`src/rtl/ac97_eng_pkg.sv`:
```
// Package: slot-field positions and the command direction type shared by
// the register access engine. Assumes 20-bit slot words.
package ac97_eng_pkg;
    localparam int RW_BIT     = 19;  // read/write flag in command address
    localparam int ADDR_LSB   = 12;  // register index start in address slot
    localparam int DATA_LSB   = 4;   // 16-bit value start in data slots
    localparam int SLOT_STAT_ADDR = 1;
    localparam int SLOT_STAT_DATA = 2;
    localparam int SLOT_FIRST_PCM = 3;

    typedef enum logic {
        CMD_WRITE = 1'b0,
        CMD_READ  = 1'b1
    } cmd_dir_e;
endpackage

```
`src/rtl/ac97_cmd_issue.sv`:
```
// Command issue: accepts one CPU request while idle and places it into the
// command slots on the next frame start. Assumes frame_start is a
// single-cycle strobe and that slots hold steady for a whole frame.
module ac97_cmd_issue
    import ac97_eng_pkg::*;
#(
    parameter int ADDR_W = 7,
    parameter int DATA_W = 16,
    parameter int SLOT_W = 20
) (
    input  logic              clk,
    input  logic              rst_n,
    input  logic              wr_stb,
    input  logic              rd_stb,
    input  logic [ADDR_W-1:0] req_addr,
    input  logic [DATA_W-1:0] req_wdata,
    input  logic              frame_start,
    output logic              busy,
    output logic              accept,
    output logic              issue_rd,
    output logic [ADDR_W-1:0] issue_addr,
    output logic [SLOT_W-1:0] tx_addr_word,
    output logic [SLOT_W-1:0] tx_data_word,
    output logic              tx_addr_vld,
    output logic              tx_data_vld
);
    logic              busy_q;
    cmd_dir_e          dir_q;
    logic [ADDR_W-1:0] addr_q;
    logic [DATA_W-1:0] data_q;
    logic [SLOT_W-1:0] addr_word_nx;
    logic [SLOT_W-1:0] data_word_nx;

    assign accept     = !busy_q && (wr_stb || rd_stb);
    assign issue_rd   = frame_start && busy_q && (dir_q == CMD_READ);
    assign issue_addr = addr_q;
    assign busy       = busy_q;

    // Build the slot words for the pending command.
    always_comb begin
        addr_word_nx = (SLOT_W'(addr_q) << ADDR_LSB);
        addr_word_nx[RW_BIT] = (dir_q == CMD_READ);
        data_word_nx = (dir_q == CMD_READ) ? '0 : (SLOT_W'(data_q) << DATA_LSB);
    end

    // Hold the request and drive the command slots frame by frame.
    always_ff @(posedge clk) begin
        if (!rst_n) begin
            busy_q       <= 1'b0;
            dir_q        <= CMD_WRITE;
            addr_q       <= '0;
            data_q       <= '0;
            tx_addr_word <= '0;
            tx_data_word <= '0;
            tx_addr_vld  <= 1'b0;
            tx_data_vld  <= 1'b0;
        end else begin
            if (accept) begin
                busy_q <= 1'b1;
                dir_q  <= wr_stb ? CMD_WRITE : CMD_READ;
                addr_q <= req_addr;
                data_q <= req_wdata;
            end
            if (frame_start) begin
                if (busy_q) begin
                    busy_q       <= 1'b0;
                    tx_addr_word <= addr_word_nx;
                    tx_data_word <= data_word_nx;
                    tx_addr_vld  <= 1'b1;
                    tx_data_vld  <= (dir_q == CMD_WRITE);
                end else begin
                    tx_addr_word <= '0;
                    tx_data_word <= '0;
                    tx_addr_vld  <= 1'b0;
                    tx_data_vld  <= 1'b0;
                end
            end
        end
    end

    a_r3_busy_clears: assert property (@(posedge clk) disable iff (!rst_n)
        busy_q && frame_start |=> !busy_q);
    a_r2_request_held: assert property (@(posedge clk) disable iff (!rst_n)
        busy_q && !frame_start |=> busy_q && $stable(addr_q) && $stable(data_q));
    a_r3_tag_frame: assert property (@(posedge clk) disable iff (!rst_n)
        !frame_start |=> $stable(tx_addr_vld) && $stable(tx_addr_word));
    a_r5_data_tag_write: assert property (@(posedge clk) disable iff (!rst_n)
        tx_data_vld |-> tx_addr_vld && !tx_addr_word[RW_BIT]);
endmodule

```
`src/rtl/ac97_rx_merge.sv`:
```
// Receive merge: latches the slot-0 tag, decodes which slots are usable,
// and forwards every usable slot from 3 upward into one sample stream.
// Assumes slot words arrive in slot order, slot 0 first.
module ac97_rx_merge
    import ac97_eng_pkg::*;
#(
    parameter int NUM_SLOTS  = 13,
    parameter int SLOT_W     = 20,
    parameter int DATA_W     = 16,
    parameter int SLOT_IDX_W = 4
) (
    input  logic                  clk,
    input  logic                  rst_n,
    input  logic                  rx_valid,
    input  logic [SLOT_IDX_W-1:0] rx_slot,
    input  logic [SLOT_W-1:0]     rx_word,
    output logic                  slot_ok,
    output logic                  rx_out_valid,
    output logic [DATA_W-1:0]     rx_out_data
);
    localparam int IDX_SPAN = 2 ** SLOT_IDX_W;

    logic [SLOT_W-1:0]   tag_q;
    logic [IDX_SPAN-1:0] slot_en;

    // Per-slot usable flag from the tag: frame bit and the slot's own bit.
    for (genvar i = 0; i < IDX_SPAN; i++) begin : g_slot_en
        if (i >= 1 && i < NUM_SLOTS) begin : g_used
            assign slot_en[i] = tag_q[SLOT_W-1] && tag_q[SLOT_W-1-i];
        end else begin : g_unused
            assign slot_en[i] = 1'b0;
        end
    end

    assign slot_ok = rx_valid && slot_en[rx_slot];

    // Latch the tag and emit merged stream samples.
    always_ff @(posedge clk) begin
        if (!rst_n) begin
            tag_q        <= '0;
            rx_out_valid <= 1'b0;
            rx_out_data  <= '0;
        end else begin
            rx_out_valid <= 1'b0;
            if (rx_valid && rx_slot == '0) begin
                tag_q <= rx_word;
            end
            if (slot_ok && rx_slot >= SLOT_IDX_W'(SLOT_FIRST_PCM)) begin
                rx_out_valid <= 1'b1;
                rx_out_data  <= rx_word[DATA_LSB +: DATA_W];
            end
        end
    end

    a_r9_stream_source: assert property (@(posedge clk) disable iff (!rst_n)
        rx_out_valid |-> $past(rx_valid) && ($past(rx_slot) >= SLOT_IDX_W'(SLOT_FIRST_PCM)));
    a_r6_no_high_slot: assert property (@(posedge clk) disable iff (!rst_n)
        rx_valid && (rx_slot >= SLOT_IDX_W'(NUM_SLOTS)) |-> !slot_ok);
endmodule

```
`src/rtl/ac97_status_capture.sv`:
```
// Status capture: tracks the outstanding read, checks the returned status
// address and keeps the register value with a change-only update flag.
// Assumes slot 1 of a frame arrives before slot 2.
module ac97_status_capture
    import ac97_eng_pkg::*;
#(
    parameter int ADDR_W     = 7,
    parameter int DATA_W     = 16,
    parameter int SLOT_W     = 20,
    parameter int SLOT_IDX_W = 4
) (
    input  logic                  clk,
    input  logic                  rst_n,
    input  logic                  rx_valid,
    input  logic [SLOT_IDX_W-1:0] rx_slot,
    input  logic [SLOT_W-1:0]     rx_word,
    input  logic                  slot_ok,
    input  logic                  accept,
    input  logic                  issue_rd,
    input  logic [ADDR_W-1:0]     issue_addr,
    output logic [DATA_W-1:0]     rd_data,
    output logic                  rd_updated
);
    logic              wait_q;
    logic              match_q;
    logic [ADDR_W-1:0] want_q;
    logic [DATA_W-1:0] new_val;

    assign new_val = rx_word[DATA_LSB +: DATA_W];

    // Follow the read from issue to its answer and hold the value.
    always_ff @(posedge clk) begin
        if (!rst_n) begin
            wait_q     <= 1'b0;
            match_q    <= 1'b0;
            want_q     <= '0;
            rd_data    <= '0;
            rd_updated <= 1'b0;
        end else begin
            if (accept) begin
                rd_updated <= 1'b0;
            end
            if (rx_valid && rx_slot == '0) begin
                match_q <= 1'b0;
            end
            if (slot_ok && rx_slot == SLOT_IDX_W'(SLOT_STAT_ADDR)) begin
                match_q <= (rx_word[ADDR_LSB +: ADDR_W] == want_q);
            end
            if (slot_ok && rx_slot == SLOT_IDX_W'(SLOT_STAT_DATA) && match_q && wait_q) begin
                wait_q <= 1'b0;
                if (new_val != rd_data) begin
                    rd_data    <= new_val;
                    rd_updated <= 1'b1;
                end
            end
            if (issue_rd) begin
                wait_q <= 1'b1;
                want_q <= issue_addr;
            end
        end
    end

    a_r8_update_changes: assert property (@(posedge clk) disable iff (!rst_n)
        $rose(rd_updated) |-> rd_data != $past(rd_data));
    a_r7_rd_data_stable: assert property (@(posedge clk) disable iff (!rst_n)
        !(slot_ok && rx_slot == SLOT_IDX_W'(SLOT_STAT_DATA)) |=> $stable(rd_data));
    a_r8_clear_on_accept: assert property (@(posedge clk) disable iff (!rst_n)
        accept && !(slot_ok && rx_slot == SLOT_IDX_W'(SLOT_STAT_DATA)) |=> !rd_updated);
endmodule

```
`src/rtl/ac97_reg_engine.sv`:
```
// Top: AC97 codec register access engine. Joins command issue, status
// capture and the merged receive stream. Assumes parallel slot words with
// a frame strobe; no bit-level serialisation here.
module ac97_reg_engine #(
    parameter int ADDR_W    = 7,
    parameter int DATA_W    = 16,
    parameter int SLOT_W    = 20,
    parameter int NUM_SLOTS = 13
) (
    input  logic              clk,
    input  logic              rst_n,
    input  logic [ADDR_W-1:0] req_addr,
    input  logic [DATA_W-1:0] req_wdata,
    input  logic              wr_stb,
    input  logic              rd_stb,
    output logic              busy,
    output logic [DATA_W-1:0] rd_data,
    output logic              rd_updated,
    input  logic              frame_start,
    output logic [SLOT_W-1:0] tx_addr_word,
    output logic [SLOT_W-1:0] tx_data_word,
    output logic              tx_addr_vld,
    output logic              tx_data_vld,
    input  logic              rx_valid,
    input  logic [3:0]        rx_slot,
    input  logic [SLOT_W-1:0] rx_word,
    output logic              rx_out_valid,
    output logic [DATA_W-1:0] rx_out_data
);
    localparam int SLOT_IDX_W    = $clog2(NUM_SLOTS);
    localparam int SLOT_CNT_CODE = NUM_SLOTS - 1;

    logic              accept;
    logic              issue_rd;
    logic [ADDR_W-1:0] issue_addr;
    logic              slot_ok;

    initial begin
        assert (SLOT_IDX_W == 4 && SLOT_CNT_CODE == 12)
            else $error("frame layout must be 13 slots");
    end

    ac97_cmd_issue #(.ADDR_W(ADDR_W), .DATA_W(DATA_W), .SLOT_W(SLOT_W)) u_issue (
        .clk(clk), .rst_n(rst_n), .wr_stb(wr_stb), .rd_stb(rd_stb),
        .req_addr(req_addr), .req_wdata(req_wdata), .frame_start(frame_start),
        .busy(busy), .accept(accept), .issue_rd(issue_rd), .issue_addr(issue_addr),
        .tx_addr_word(tx_addr_word), .tx_data_word(tx_data_word),
        .tx_addr_vld(tx_addr_vld), .tx_data_vld(tx_data_vld)
    );

    ac97_rx_merge #(.NUM_SLOTS(NUM_SLOTS), .SLOT_W(SLOT_W), .DATA_W(DATA_W),
                    .SLOT_IDX_W(SLOT_IDX_W)) u_merge (
        .clk(clk), .rst_n(rst_n), .rx_valid(rx_valid), .rx_slot(rx_slot),
        .rx_word(rx_word), .slot_ok(slot_ok), .rx_out_valid(rx_out_valid),
        .rx_out_data(rx_out_data)
    );

    ac97_status_capture #(.ADDR_W(ADDR_W), .DATA_W(DATA_W), .SLOT_W(SLOT_W),
                          .SLOT_IDX_W(SLOT_IDX_W)) u_capture (
        .clk(clk), .rst_n(rst_n), .rx_valid(rx_valid), .rx_slot(rx_slot),
        .rx_word(rx_word), .slot_ok(slot_ok), .accept(accept),
        .issue_rd(issue_rd), .issue_addr(issue_addr),
        .rd_data(rd_data), .rd_updated(rd_updated)
    );
endmodule

```
`config.mk`:
```
export PLATFORM = sky130hd
export DESIGN_NAME = ac97_reg_engine
export DESIGN_NICKNAME = d
export VERILOG_FILES = /design/src/rtl/ac97_eng_pkg.sv /design/src/rtl/ac97_cmd_issue.sv /design/src/rtl/ac97_rx_merge.sv /design/src/rtl/ac97_status_capture.sv /design/src/rtl/ac97_reg_engine.sv
export SDC_FILE = /design/constraint.sdc
export NUM_CORES = 1
export LEC_CHECK = 0
export BUFFER_PORTS_ARGS = -buffer_cell sky130_fd_sc_hd__buf_4
export CORE_MARGIN = 1
export CORE_UTILIZATION = 46
export DETAILED_ROUTE_END_ITERATION = 8
export GPL_ROUTABILITY_DRIVEN = 0
export PLACE_DENSITY_LB_ADDON = 0.05
export SKIP_CTS_REPAIR_TIMING = 1
export SLEW_MARGIN = 20
export SYNTH_ARGS = -nofsm -noshare
export SYNTH_HDL_FRONTEND = slang
export SYNTH_SLANG_ARGS = --single-unit
```
`constraint.sdc`:
```
create_clock -name clk -period 1.55 [get_ports clk]
set_input_delay 0 -clock clk [delete_from_list [all_inputs] [get_ports clk]]
set_output_delay 0 -clock clk [all_outputs]
set_load 0.05 [all_outputs]
```
==> results.py, run 1 <==
metrics = {
    "sta": {
        "min_period_over_period_pct": 104,
        "final.hold.worst_slack_ps": -41.6,
        "drv_slew": 0,
        "crit_path_time_final_ps": 1620,
        "max_freq_ghz": 0.618,
        "rsz0062_at_grt": "true",
        "endpoints_failing_setup": 33,
        "tns_ps": -897,
        "number_of_hold_slack_violations_in_the_final_timing_report": 1,
        "worst_clock_skew_ps": 20.5,
        "worst_slack_ps": -68.5,
    },
    "synth": {
        "synth_cells": 489,
        "synth.ff_latch_count": 107,
        "postSynth.topFlopCell": "sky130_fd_sc_hd__dfxtp_1",
        "mappedNetlistArea_um2": 4350,
        "post_synth_and_or_nand_nor_area_fraction_pct": 18.0,
        "post_synth_xor_area_fraction_pct": 4.63,
        "multiplexer_fraction_of_the_synthesized_cell_area_pct": 11.5,
        "synth_async_sr_flop_share_pct": 0,
        "synth_area_leader_cell": "sky130_fd_sc_hd__dfxtp_1",
        "synth_edf_count": 0,
        "post_synth_fa_ha_maj_area_fraction_pct": 0,
        "synth-warning-count": 0,
        "synth-compound-area-share_pct": 9.63,
        "synthTopCellsByArea": "sky130_fd_sc_hd__dfxtp_1 49%, sky130_fd_sc_hd__mux2i_1 12%, sky130_fd_sc_hd__nand2_1 10%",
        "synth_area_per_cell_um2": 8.90,
        "synth.lib_cells_used.distinct": 42,
        "synth_top_cell_area_share_pct": 49.2,
        "synth-seq-area-share_pct": 49.2,
        "synth_top_family_by_area": "simple AND/OR/NAND/NOR gates",
    },
    "floorplanning": {
        "ioPinCount": 130,
        "floorplan.die_area_um2": 9850,
        "std_cell_core_area_um2": 9200,
        "start_util_pct": 47.3,
        "dieHeight_um": 99.3,
        "die-width_um": 99.3,
        "placement_rows": 35,
    },
    "pwr": {
        "p_leak_uw": 0.00277,
        "p_int_uw": 3730,
        "combPwrFrac_pct": 14.3,
        "power.sequential.fraction_pct": 54.9,
        "power_density_nw_per_um2": 832,
        "p_sw_uw": 1420,
        "power.share.switching_pct": 27.5,
        "clock_power_share_pct": 30.8,
        "vdd_drop_max_v": 0.000457,
    },
    "global_route": {
        "antenna_violations_before_repair": 0,
        "grt_use_total_pct": 21.0,
        "maximum_number_of_pins_on_one_net_before_global_route_repair": 67,
        "first_global_vias": 3409,
        "globalRoute.totalOverflow": 0,
        "global_route_wire_length_before_repair_mm": 16.3,
    },
    "final_layout": {
        "postLayoutCoreUtil_pct": 67.2,
        "nFillCells": 784,
        "area_added_between_synthesis_and_finish_pct": 41.9,
        "final_cell_area_um2": 6180,
        "drive_above_1_share_pct": 31.1,
        "final_net_count": 707,
        "antenna_fix_cells": 0,
    },
    "route": {
        "final_antenna_violating_net_count": 0,
        "number_of_iterations_in_the_first_detailed_routing_pass": 4,
        "drtIter0Drc": 136,
        "remaining_routing_drc_violations": 0,
        "post_drt_wl_per_cell_um": 14.9,
        "detail_route.wirelength_mm": 11.5,
        "routed_vias_inst": 5.02,
        "vias": 3869,
    },
    "clock_network": {
        "clock_sinks": 107,
        "clock_tree.buffer_depth": 2,
        "cts.htree.levels": 3,
        "numCtsBuffers": 9,
        "path_clk_slew_ps": 100,
        "clk_latency_ps": 360,
        "cts_tree": "built",
        "cts_root_buf": "sky130_fd_sc_hd__clkbuf_8",
    },
    "placed_design": {
        "place.detailed.hpwl_mm": 7.50,
        "postPlaceCellArea_um2": 5470,
        "io_buffer_count": 109,
    },
    "worst_setup_path": {
        "cp_cell_sequence": "xnor2_2, nand4_1, o41ai_4, nor3_4, buf_6, o21a_1",
        "timing.critical_path.slowest_cell_delay_ps": 440,
        "worst-setup-path-type": "flip-flop to flip-flop",
        "required_time_worst_endpoint_ps": 1810,
        "critPathMaxFanout": 8,
        "worst_path_max_delay_cell": "sky130_fd_sc_hd__o41ai_4",
        "start_kind": "flip-flop",
        "timing.reg2reg.setup_slack_ps": -70,
        "critPathArrivalTime_ps": 1880,
        "end_kind": "flip-flop",
    },
    "run_status": {
        "violations": "negative hold slack, negative setup slack",
        "status": "finished with violations",
    },
    "hold_path": {
        "holdCritPathClass": "input port to flip-flop",
    },
    "run": {
        "drv_cap": 0,
    },
}
==> worst max-delay path: cells and delay by family (launching register included) <==
family | cells | cell delay, ps
xor gates and xnor gates | 1 | 160
DFF | 1 | 370
buffers and inverters | 1 | 160
AOI/OAI and AO/OA | 2 | 600
and+or+nand+nor | 2 | 240
==> sequential cells by signal, summed over array words and instances (netlist names) <==
register              flops
u_issue.tx_data_word     16
u_issue.dir_q             1
u_issue.tx_addr_word      8
u_issue.data_q           16
u_issue.tx_data_vld       1
u_merge.rx_out_valid      1
u_merge.tag_q            13
u_capture.rd_updated      1
u_capture.wait_q          1
u_capture.match_q         1
u_issue.tx_addr_vld       1
u_issue.issue_addr        7
u_merge.rx_out_data      16
u_capture.want_q          7
u_capture.rd_data        16
u_issue.busy              1
==> path summary, 6_finish.rpt <==
path	startpoint	endpoint	cells past startpoint
worst max-delay path	u_capture.rd_data[15]$_SDFFE_PN0P_	u_capture.rd_updated$_SDFF_PN0_	6
worst min-delay path	rd_stb	u_issue.busy$_SDFF_PN0_	3
worst max register to register	u_capture.rd_data[15]$_SDFFE_PN0P_	u_capture.rd_updated$_SDFF_PN0_	6
worst min register to register	u_issue.data_q[12]$_SDFFE_PN0P_	u_issue.data_q[12]$_SDFFE_PN0P_	2
==> placed cells by master, fill, tap and decap left out, types with 10 or more instances in the layout <==
master	netlist	layout
sky130_fd_sc_hd__a22oi_1	15	15
sky130_fd_sc_hd__conb_1	1	16
sky130_fd_sc_hd__dfxtp_4	0	16
sky130_fd_sc_hd__clkbuf_8	0	10
sky130_fd_sc_hd__dlygate4sd3_1	0	37
sky130_fd_sc_hd__nor2_1	35	34
sky130_fd_sc_hd__mux2i_1	50	49
sky130_fd_sc_hd__nand2_1	120	119
sky130_fd_sc_hd__buf_4	17	142
sky130_fd_sc_hd__dfxtp_1	107	84
sky130_fd_sc_hd__a21oi_1	45	44
==> power groups by stage <==
| stage | Sequential, uW | Clock (uW) | Combinational (uW) |
|---|---|---|---|
| after global routing | 2830 | 1750 | 786 |
| after floorplan | 2930 | 0 | 369 |
| after global placement | 2880 | 0 | 633 |
| final | 2820 | 1580 | 734 |
| after CTS | 2820 | 1630 | 640 |
| after detailed placement | 2890 | 0 | 638 |
==> cell usage after synthesis, drive strengths merged, types with 2 or more instances <==
cell,instances
or3b,2
nand3,9
a21oi,45
nor4,2
xor2,7
mux2i,50
a211oi,2
dfxtp,107
nor3,2
nor2,35
nand2b,2
o21ai,2
clkbuf,23
inv,5
nand4,4
xnor2,16
nand2,120
buf,24
a22oi,15
nand3b,2
==> stage by stage <==
stage          setup WS [ps]  cells  power [uW]
6_report               -68.5    770        5140
5_1_grt                 -158    770        5370
4_1_cts                 -172    729        5090
3_5_place_dp            -163    713        3520
3_3_place_gp            -131    713        3520
2_1_floorplan           -120    504        3300
==> routing by layer <==
layer  wire, um  track usage, %  vias up
li1           -               -     1929
met3        517            4.50       13
met5          0               0        -
met2       5870            35.9       97
met1       4930            26.3     1830
met4        155            7.24        0
==> area by class of cell <==
type                    count  area [um^2]  area share [%]
flip-flops and latches    107         2210            35.8
multi-input cells         345         2070            33.5
repair buffers            186         1560            25.3
clock buffers              12          145            2.35
well taps                 111          139            2.25
clock inverters             4         31.3           0.506
inverters                   5         18.8           0.304
==> logic make-up (layout without fill, tap and decap cells) <==
family,Yosys count,after routing
AND/OR/NAND/NOR,185,185
flip-flops,107,107
AO/OA/AOI/OAI,71,71
buffers and inverters,52,207
multiplexers,50,50
XOR/XNOR,23,23
other,1,16
Power figures use the tool's default switching activity.
==> inputs of run 2 (changes only) <==
--- a/config.mk
+++ b/config.mk
@@ -5,9 +5,10 @@
 export SDC_FILE = /design/constraint.sdc
 export NUM_CORES = 1
 export LEC_CHECK = 0
+export ABC_AREA = 1
 export BUFFER_PORTS_ARGS = -buffer_cell sky130_fd_sc_hd__buf_4
 export CORE_MARGIN = 1
-export CORE_UTILIZATION = 46
+export CORE_UTILIZATION = 47
 export DETAILED_ROUTE_END_ITERATION = 8
 export GPL_ROUTABILITY_DRIVEN = 0
 export PLACE_DENSITY_LB_ADDON = 0.05
==> run 2 against run 1 <==
The flow finishes with violations (negative hold slack); die area increased by 3.9%; combinational power increased by 7.2%; setup slack gained 130 ps; sequential cell count stayed put; highest routed layer unchanged; area after synthesis rose by 6.3%; worst hold slack lost 10 ps; routed wire length is 2.4% higher; sequential power rose by 2%; critical path type unchanged; cell count increased by 13%; final area rose by 0.91%; non-clock buffer count is 16 lower.
==> results.py, run 2 <==
metrics = {
    "synth": {
        "synth_commonest_cells": "110 x sky130_fd_sc_hd__nand2_1, 107 x sky130_fd_sc_hd__dfxtp_1, 75 x sky130_fd_sc_hd__a21oi_1",
        "postSynth.topFlopCell": "sky130_fd_sc_hd__dfxtp_1",
        "synth-warning-count": 0,
        "synthTopCellsByArea": "sky130_fd_sc_hd__dfxtp_1 46%, sky130_fd_sc_hd__nand2_1 8.9%, sky130_fd_sc_hd__a21oi_1 8.1%",
        "synth_async_sr_flop_share_pct": 0,
        "synth_area_leader_cell": "sky130_fd_sc_hd__dfxtp_1",
        "synth.lib_cells_used.distinct": 32,
        "mappedNetlistArea_um2": 4620,
        "synth_area_per_cell_um2": 7.86,
        "synth.ff_latch_count": 107,
        "synth_edf_count": 0,
        "synth-seq-area-share_pct": 46.3,
        "synth_top_cell_area_share_pct": 46.3,
        "yosysMostFrequentCell": "sky130_fd_sc_hd__nand2_1",
        "synth_cells": 588,
    },
    "worst_setup_path": {
        "critical-path-top-cell-by-count": "sky130_fd_sc_hd__nor2_1",
        "timing.critical_path.from": "u_capture.rd_data[3]$_SDFFE_PN0P_",
        "critical_path.endpoint": "u_capture.rd_updated$_SDFF_PN0_",
        "start_kind": "flip-flop",
        "critPathMaxFanout": 14,
        "reg2reg_from": "u_capture.rd_data[3]$_SDFFE_PN0P_",
        "timing.critical_path.slowest_cell_delay_ps": 350,
        "cp_cell_sequence": "xor2_1, nor2_1, nand2_1, nor2_1, nand2_1, nand2_4, buf_12, nor2_1, a21oi_1, nor2_1",
        "required_time_worst_endpoint_ps": 1810,
        "worst-setup-path-type": "flip-flop to flip-flop",
        "critPathArrivalTime_ps": 1760,
        "rr_worst_depth": 10,
        "worst_path_max_delay_cell": "sky130_fd_sc_hd__dfxtp_2",
        "end_kind": "flip-flop",
        "timing.reg2reg.setup_slack_ps": 60,
        "reg2reg_to": "u_capture.rd_updated$_SDFF_PN0_",
    },
    "final_layout": {
        "nFillCells": 846,
        "area_added_between_synthesis_and_finish_pct": 34.8,
        "final_net_count": 791,
        "antenna_fix_cells": 0,
        "commonest_non_fill_non_tap_cell_in_the_layout": "sky130_fd_sc_hd__buf_4",
        "layout.cells.most_common_list": "122 x sky130_fd_sc_hd__buf_4, 109 x sky130_fd_sc_hd__nand2_1, 90 x sky130_fd_sc_hd__dfxtp_1, 74 x sky130_fd_sc_hd__a21oi_1, 50 x sky130_fd_sc_hd__nor2_1",
        "drive_above_1_share_pct": 29.6,
    },
    "floorplanning": {
        "start_util_pct": 49.3,
        "dieHeight_um": 101,
        "placement_rows": 35,
        "die-width_um": 101,
        "ioPinCount": 130,
        "floorplan.die_area_um2": 10200,
        "std_cell_core_area_um2": 9370,
    },
    "sta": {
        "worst_slew_pin_slew_ps": 827,
        "number_of_hold_slack_violations_in_the_final_timing_report": 2,
        "worst_clock_skew_ps": 9.05,
        "min_period_over_period_pct": 96.3,
        "slew_headroom_pct": 44.5,
        "drv_slew": 0,
        "final.hold.worst_slack_ps": -52.0,
        "endpoints_failing_setup": 0,
        "worst_slack_ps": 57.1,
        "crit_path_time_final_ps": 1490,
        "max_freq_ghz": 0.670,
        "rsz0062_at_grt": "true",
    },
    "pwr": {
        "clock_power_share_pct": 30.5,
        "p_sw_uw": 1510,
        "p_int_uw": 3770,
        "power.sequential.fraction_pct": 54.6,
        "power_density_nw_per_um2": 847,
        "vdd_drop_max_v": 0.000442,
        "p_leak_uw": 0.00262,
        "combPwrFrac_pct": 14.9,
        "power.share.switching_pct": 28.7,
    },
    "global_route": {
        "grt_use_total_pct": 21.6,
        "maximum_number_of_pins_on_one_net_before_global_route_repair": 39,
        "antenna_violations_before_repair": 0,
        "top_usage_layer": "met2",
        "global_route.usage.met2_pct": 35.0,
        "grtUsageMet3_pct": 2.76,
        "first_global_vias": 3644,
        "global_route.usage.met1_pct": 30.1,
        "global_route_wire_length_before_repair_mm": 17.5,
        "globalRoute.totalOverflow": 0,
    },
    "run_status": {
        "status": "finished with violations",
        "violations": "negative hold slack",
    },
    "clock_network": {
        "clock_tree.buffer_depth": 2,
        "cts_tree": "built",
        "cts.htree.levels": 3,
        "clk_latency_ps": 360,
        "cts_root_buf": "sky130_fd_sc_hd__clkbuf_8",
        "path_clk_slew_ps": 110,
        "numCtsBuffers": 9,
        "clock_sinks": 107,
    },
    "route": {
        "detail_route.wirelength_mm": 11.8,
        "final_antenna_violating_net_count": 0,
        "post_drt_wl_per_cell_um": 13.5,
        "remaining_routing_drc_violations": 0,
        "vias": 4279,
        "drtIter0Drc": 150,
        "number_of_iterations_in_the_first_detailed_routing_pass": 5,
        "routed_vias_inst": 4.91,
    },
    "run": {
        "drv_cap": 0,
    },
    "placed_design": {
        "post-place-ws_ps": 59.6,
        "place.detailed.hpwl_mm": 7.96,
        "io_buffer_count": 109,
    },
    "hold_path": {
        "holdCritPathClass": "input port to flip-flop",
    },
}
## run 2: logic make-up after synthesis
logic type	share of synthesized area, %
AO/OA/AOI/OAI	18.0
XOR/XNOR	3.79
buffers and inverters	9.88
flip-flops	46.3
other	0.0811
AND/OR/NAND/NOR	21.9
## run 2: layout make-up
type / count / area [um^2] / share of cell area [%]
multi-input cells: 404 / 2100 / 33.7
clock inverters: 6 / 53.8 / 0.863
flip-flops and latches: 107 / 2160 / 34.7
repair buffers: 170 / 1450 / 23.3
well taps: 129 / 161 / 2.59
clock buffers: 10 / 128 / 2.05
inverters: 46 / 178 / 2.85
## run 2: worst min-delay path by stage
| stage | slack [ps] | cells past startpoint | end | start |
|---|---|---|---|---|
| global placement | 200 | 2 | u_issue.dir_q$_SDFFE_PN0P_ | wr_stb |
| finish | -50 | 3 | u_merge.tag_q[7]$_SDFFE_PN0P_ | rx_word[7] |
| detailed placement | 210 | 2 | u_issue.dir_q$_SDFFE_PN0P_ | wr_stb |
| floorplan | 90 | 1 | u_issue.dir_q$_SDFFE_PN0P_ | wr_stb |
| CTS | -190 | 2 | u_issue.dir_q$_SDFFE_PN0P_ | wr_stb |
| global route | 1 | 3 | u_issue.data_q[11]$_SDFFE_PN0P_ | req_wdata[11] |
## run 2: critical path: cells and delay by family (launching register included)
kind            cells  cell delay (ps)
buf+inv             1              140
simple gates        7              660
xor+xnor            1              140
compound gates      1              120
flops               1              350
## run 2: layer usage
layer / routed length (um) / share of wire (%) / up-vias
met5: 0 / 0 / -
li1: - / - / 2155
met4: 167 / 1.4 / 0
met1: 5390 / 46 / 1974
met3: 533 / 4.5 / 14
met2: 5660 / 48 / 136
## run 2: stage by stage
stage / utilization (%) / cells / total power, uW / setup TNS [ps] / area, um^2
2_1_floorplan: - / 603 / 3390 / -51.8 / 4700
3_3_place_gp: 59.5 / 812 / 3620 / 0 / 5580
3_5_place_dp: 59.5 / 812 / 3630 / 0 / 5580
4_1_cts: 61.5 / 828 / 5230 / 0 / 5760
5_1_grt: 66.5 / 872 / 5530 / -153 / 6230
6_report: 66.5 / 872 / 5280 / 0 / 6230
## run 2: power groups by stage
stage	clock network (uW)	logic, uW	registers, uW
6_report	1610	787	2880
5_1_grt	1780	860	2890
4_1_cts	1660	691	2880
3_5_place_dp	0	688	2940
3_3_place_gp	0	680	2940
2_1_floorplan	0	390	3000
